==> config.mk <==
export PLATFORM = sky130hd
export DESIGN_NAME = pirq_unit
export DESIGN_NICKNAME = d
export VERILOG_FILES = /design/src/rtl/pirq_pkg.sv /design/src/rtl/pirq_flags.sv /design/src/rtl/pirq_mask.sv /design/src/rtl/pirq_reduce.sv /design/src/rtl/pirq_unit.sv
export SDC_FILE = /design/constraint.sdc
export NUM_CORES = 1
export LEC_CHECK = 0
export CORE_MARGIN = 5
export CORE_UTILIZATION = 41
export CTS_CLUSTER_SIZE = 16
export DETAILED_ROUTE_END_ITERATION = 8
export PLACE_DENSITY = 0.78
export SLEW_MARGIN = 0
export SYNTH_ARGS = -nofsm -noshare
export SYNTH_HDL_FRONTEND = slang
export SYNTH_SLANG_ARGS = --single-unit
export TNS_END_PERCENT = 30
==> constraint.sdc <==
create_clock -name clk -period 1.5 [get_ports clk]
set_clock_uncertainty 0.2 [all_clocks]
set_input_delay 0.3 -clock clk [delete_from_list [all_inputs] [get_ports clk]]
set_output_delay 0.3 -clock clk [all_outputs]
set_load 0.02 [all_outputs]
==> src/rtl/pirq_pkg.sv <==
package pirq_pkg;

  localparam int SEL_W = 3;
  localparam int SEL_FLAG_CLR = 0;
  localparam int SEL_EN_SET   = 1;
  localparam int SEL_EN_CLR   = 2;

  typedef enum logic [1:0] {
    RA_FLAGS  = 2'd0,
    RA_EN_SET = 2'd1,
    RA_EN_CLR = 2'd2,
    RA_NONE   = 2'd3
  } rd_addr_e;

  function automatic logic [63:0] w1s(input logic [63:0] cur, input logic [63:0] set);
    return cur | set;
  endfunction

  function automatic logic [63:0] w1c(input logic [63:0] cur, input logic [63:0] clr);
    return cur & ~clr;
  endfunction

  // Pulse has priority over a software clear of the same bit.
  function automatic logic [63:0] flag_next(input logic [63:0] cur,
                                            input logic [63:0] clr,
                                            input logic [63:0] pulse);
    return (cur & ~clr) | pulse;
  endfunction

  // Clear has priority over set of the same bit.
  function automatic logic [63:0] mask_next(input logic [63:0] cur,
                                            input logic [63:0] set,
                                            input logic [63:0] clr);
    return (cur | set) & ~clr;
  endfunction

endpackage

==> src/rtl/pirq_flags.sv <==
module pirq_flags #(
  parameter int NSRC = 8
) (
  input  logic            clk,
  input  logic            rst_n,
  input  logic [NSRC-1:0] pulse,
  input  logic [NSRC-1:0] clr,
  output logic [NSRC-1:0] flags_d,
  output logic [NSRC-1:0] flags_q
);
  import pirq_pkg::*;

  logic [63:0] nxt;

  always_comb begin
    nxt     = flag_next(64'(flags_q), 64'(clr), 64'(pulse));
    flags_d = nxt[NSRC-1:0];
  end

  always_ff @(posedge clk or negedge rst_n) begin
    if (!rst_n) flags_q <= '0;
    else        flags_q <= flags_d;
  end
endmodule

==> src/rtl/pirq_mask.sv <==
module pirq_mask #(
  parameter int NSRC = 8
) (
  input  logic            clk,
  input  logic            rst_n,
  input  logic [NSRC-1:0] set,
  input  logic [NSRC-1:0] clr,
  output logic [NSRC-1:0] en_d,
  output logic [NSRC-1:0] en_q
);
  import pirq_pkg::*;

  logic [63:0] nxt;

  always_comb begin
    nxt  = mask_next(64'(en_q), 64'(set), 64'(clr));
    en_d = nxt[NSRC-1:0];
  end

  always_ff @(posedge clk or negedge rst_n) begin
    if (!rst_n) en_q <= '0;
    else        en_q <= en_d;
  end
endmodule

==> src/rtl/pirq_reduce.sv <==
module pirq_reduce #(
  parameter int NSRC = 8
) (
  input  logic            clk,
  input  logic            rst_n,
  input  logic [NSRC-1:0] flags_d,
  input  logic [NSRC-1:0] en_d,
  output logic [NSRC-1:0] req_vec,
  output logic            irq_q
);
  genvar i;
  generate
    for (i = 0; i < NSRC; i++) begin : g_req
      assign req_vec[i] = flags_d[i] & en_d[i];
    end
  endgenerate

  always_ff @(posedge clk or negedge rst_n) begin
    if (!rst_n) irq_q <= 1'b0;
    else        irq_q <= |req_vec;
  end
endmodule

==> src/rtl/pirq_unit.sv <==
module pirq_unit #(
  parameter int NSRC = 8
) (
  input  logic                       clk,
  input  logic                       rst_n,
  input  logic [NSRC-1:0]            cond_i,
  input  logic [pirq_pkg::SEL_W-1:0] wr_sel,
  input  logic [NSRC-1:0]            wr_data,
  input  logic [1:0]                 rd_addr,
  output logic [NSRC-1:0]            rd_data,
  output logic                       irq_o
);
  import pirq_pkg::*;

  // Named internal events for the checker.
  logic [NSRC-1:0] flag_clr_w;
  logic [NSRC-1:0] en_set_w;
  logic [NSRC-1:0] en_clr_w;
  logic [NSRC-1:0] flags_d, flags_q;
  logic [NSRC-1:0] en_d, en_q;
  logic [NSRC-1:0] req_vec;

  assign flag_clr_w = wr_sel[SEL_FLAG_CLR] ? wr_data : '0;
  assign en_set_w   = wr_sel[SEL_EN_SET]   ? wr_data : '0;
  assign en_clr_w   = wr_sel[SEL_EN_CLR]   ? wr_data : '0;

  pirq_flags #(.NSRC(NSRC)) u_flags (
    .clk(clk), .rst_n(rst_n), .pulse(cond_i), .clr(flag_clr_w),
    .flags_d(flags_d), .flags_q(flags_q)
  );

  pirq_mask #(.NSRC(NSRC)) u_mask (
    .clk(clk), .rst_n(rst_n), .set(en_set_w), .clr(en_clr_w),
    .en_d(en_d), .en_q(en_q)
  );

  pirq_reduce #(.NSRC(NSRC)) u_reduce (
    .clk(clk), .rst_n(rst_n), .flags_d(flags_d), .en_d(en_d),
    .req_vec(req_vec), .irq_q(irq_o)
  );

  always_comb begin
    unique case (rd_addr_e'(rd_addr))
      RA_FLAGS:  rd_data = flags_q;
      RA_EN_SET: rd_data = en_q;
      RA_EN_CLR: rd_data = en_q;
      default:   rd_data = '0;
    endcase
  end
endmodule

Yosys cells after proc, flatten, opt, wreduce, memory -nomap -nowiden
Index checks and enable logic that the tools add are counted.

Register bits after elaboration: 17. Input bits: 23. Output and inout port bits: 9. Logic and storage cells: 26.

Equal/unequal tests: 2. Muxes and demuxes: 4. Bitwise logic cells: 14. Reduce and logical (&&, ||, !) cells: 3.

Operators by type and width (number): $mux 8 (3); $and 8x8->8 (2); $not 8->8 (2); $or 8x8->8 (2); $pmux 8 s2 (1); $and 1x1->1 (8); $reduce_or 8->1 (1); $eq 2x1->1 const B (1); $eq 2x2->1 const B (1); $logic_not 2->1 (1); $reduce_or 2->1 (1).

Logic depth before layout (Yosys ltp)
Depth in word-level cells: 6. Gate-level depth with buffers: 5. Depth with buffers taken out: 4.

Hierarchy
From an unflattened synthesis, not the netlist that was laid out.

Cell total of the unflattened synthesis: 99. Area, all modules: 1008.5 um^2.

Modules (own cells, without submodules): pirq_unit (times used 1, cells each 47, area each 339.1 um^2, sequential area each 0.0 um^2); pirq_flags (times used 1, cells each 24, area each 290.3 um^2, sequential area each 200.2 um^2); pirq_mask (times used 1, cells each 16, area each 280.3 um^2, sequential area each 200.2 um^2); pirq_reduce (times used 1, cells each 12, area each 98.8 um^2, sequential area each 25.0 um^2).

Least setup slack after synthesis
No wires, ideal clock.

Kind: input -> output. Start point: input port rd_addr[0]. End point: output port rd_data[0]. Data arrival time: 1.217 ns. Required time: 1.000 ns. Setup slack: -0.217 ns. Cell stages on the path: 5. Buffers on the path: 1. Path through: inv_1 -> ha_1 -> clkbuf_1 -> a22oi_1 -> nor2_1.

Cells in the longest elaborated chain, start to end: 3. Elaborated cells on any way between the ends: 5. Classes of those cells: eq/ne: 2; mux: 1; reduce/logical: 2.

RTL lines: start: declaration (line pirq_unit.sv:9) `input logic [1:0] rd_addr,`; $eq 2x2->1 or $eq 2x1->1 (tied branches) (line pirq_unit.sv:43) `unique case (rd_addr_e'(rd_addr))`; $reduce_or 2->1 (no source line); $pmux 8 s2 * (line pirq_unit.sv:43); end: declaration (line pirq_unit.sv:10) `output logic [NSRC-1:0] rd_data,`.

Mark *: on every way between the ends. The rest lies on a longest branch, timed or not.

Final worst setup path
Start point: input port rd_addr[1]. End point: output port rd_data[7].

The elaborated chain is that of the path after synthesis.

==> summary.txt <==
Status -> finished, violations left
Failing checks -> negative setup slack
Max Clk Rate -> 624 MHz
Residual DRC count -> 0
Vias in the first global route -> 815
Met2 WL -> 1250 µm
Core ar. -> 1760 µm²
Via density -> 5.31
Reg clk slew, reported paths -> 0.10 ns
Largest net degree at the start of global routing -> 18
Post-Syn Area -> 783 µm²
Area of the multi-input gates -> 449 µm²
Setup ws final -> -0.103 ns
Max-slew violation count -> 0
Die area -> 2880 µm²
Nets -> 144
Final critical-path share of the clock period -> 107%
WL met3 -> 103 µm
Total CTS buffers -> 3
Initial drt markers -> 9
Worst hold path type -> primary input to asynchronous set/reset pin
Crit path DAT -> 1.10 ns
Remaining global-route overflow -> 0
CTS Sinks -> 17
Avg Inst Size Synth -> 9.79 µm²
Final Hold Viols -> 0
Minimum clock period after layout -> 1.60 ns
Leak Pwr -> 0.563 nW
Synth warn -> 0
Flops & latches, synth -> 17
Buffers on Ports -> 31
Slew @ Worst Pin -> 0.339 ns
Initial DRT Pass Iterations -> 4
Req. time, crit path -> 1.00 ns
Post-synthesis cell type count -> 14
Die H -> 53.7 µm
Via count -> 760
Syn Nets -> 105
Root Driver -> clkbuf_4
Site Rows -> 15
GP Congestion -> 0.784
Post-DP HPWL -> 1720 µm
ANT cells -> 0
Slew margin rel. -> 77.3%
Final setup viols -> 9
PD cells -> 857 nW/µm²
Final design utilization -> 77.0%
GR Util All Layers -> 18.4%
Total Wirelength -> 2280 µm
TritonCTS clock tree -> built
Fillers -> 139
RSZ-0062 raised after global routing -> yes
CP Launch Type -> primary input
Worst-Skew Late Latency -> 0.28 ns
DIE WIDTH -> 53.7 µm
Reg-to-reg setup timing slack -> 0.13 ns
Critical path type -> primary input to output port
Final ANT Viol Nets -> 0
Post-route met1 wirelength -> 896 µm
Post-synthesis cell count -> 80
Sequential fraction of the synthesis area -> 54.3%
CP max FO -> 8
Maximum clock path buffer count -> 2
FF+latch area -> 425 µm²
Area growth from synthesis to layout -> 73.3%
Top sig layer -> met4
Starting density of the core -> 44.4%
CP endpoint kind -> output port
Max-Cap Viols -> 0
Post-DR wirelength/cell -> 15.9 µm
First-pass GRT wire length -> 3750 µm
Initial antenna violation count -> 0
Total Power -> 1.16 mW
Peak VDD IR -> 595 µV
H-tree depth -> 1
Share of layout cells above drive strength 1 -> 37.3%
Hold slack -> 0.145 ns
IO Pins -> 32
what timing repair did:
action / CTS / global route
hold endpoints to repair: 0 / 0
setup endpoints to repair: 10 / 10
hold buffers: 0 / 0
resized for setup: 62 / 6
setup buffers: 0 / 2
pin swaps: 17 / 5
worst paths after layout:
check	startpoint	end	depth (start not counted)
worst max-delay path	rd_addr[1]	rd_data[7]	6
worst min-delay path	rst_n	u_mask.en_q[3]	2
worst max register to register	u_mask.en_q[5]	u_reduce.irq_q	5
worst min register to register	u_flags.flags_q[2]	u_flags.flags_q[2]	1
max in group asynchronous	rst_n	u_flags.flags_q[1]	2
min in group clk	wr_sel[1]	u_mask.en_q[2]	3
logic make-up (layout without fill, tap and decap cells):
logic type	count (synthesis)	after routing	synth area share (%)
adders and majority gates	2	2	3.19
buffers and inverters	8	46	4.63
AOI/OAI and AO/OA	36	36	29.4
DFF	17	17	54.3
and+or+nand+nor	17	17	8.47
critical path, cell delays in order:
cell and delay [ns]:
buf_8 0.08, inv_4 0.03, ha_4 0.28, a22oi_2 0.24, nor2_4 0.04, buf_6 0.12
power by group:
part           leakage, nW  total [mW]  switching, mW  internal (mW)
Clock               0.0150       0.239          0.136          0.103
Combinational        0.362       0.397          0.185          0.213
Sequential           0.186       0.527         0.0286          0.498
registers in the layout (all words and copies together), names as in the netlist:
register         cells
u_reduce.irq_q       1
u_mask.en_q          8
u_flags.flags_q      8
metal layers:
| layer | up-vias | GRT usage (%) |
|---|---|---|
| li1 | 368 | - |
| met1 | 370 | 22.8 |
| met2 | 18 | 32.7 |
| met3 | 4 | 2.77 |
| met4 | 0 | 5.11 |
| met5 | - | 0 |
placed cells by master (no fill, tap or decap), drive strengths merged, types with 2 or more instances in the layout:
cell           instances
clkbuf                 4
a22oi                 12
dfrtp                 17
nand2                  8
buf                   19
a21o                   8
inv                    2
ha                     2
clkdlybuf4s50         19
a21oi                 16
nor2                   8
stage by stage:
step / setup TNS [ns] / instance area, µm² / instances / setup slack [ns]
global route: -1.13 / 1360 / 143 / -0.158
detailed placement: -8.77 / 1270 / 137 / -1.04
finish: -0.787 / 1360 / 143 / -0.103
global placement: -8.45 / 1270 / 137 / -1.01
floorplan: 0 / 908 / 80 / 0.0227
CTS: -0.892 / 1320 / 141 / -0.120
cell usage after synthesis:
| cell | n | area (µm²) |
|---|---|---|
| buf_2 | 1 | 5.00 |
| buf_4 | 1 | 7.51 |
| buf_1 | 1 | 3.75 |
| clkbuf_2 | 1 | 5.00 |
| nand2_1 | 8 | 30.0 |
| inv_1 | 2 | 7.51 |
| nand4_1 | 1 | 6.26 |
| a21oi_1 | 16 | 80.1 |
| a22oi_1 | 12 | 90.1 |
| nor2_1 | 8 | 30.0 |
| dfrtp_1 | 17 | 425 |
| a21o_1 | 8 | 60.1 |
| clkbuf_1 | 2 | 7.51 |
| ha_1 | 2 | 25.0 |
area by class of cell:
cell class	count	share of cell area, %
flip-flops and latches	17	31.3
repair buffers	40	30.4
multi-input cells	55	33.1
inverters	2	0.922
clock buffers	4	1.94
well taps	25	2.30
Note: power is estimated with default switching activity, not from simulation.
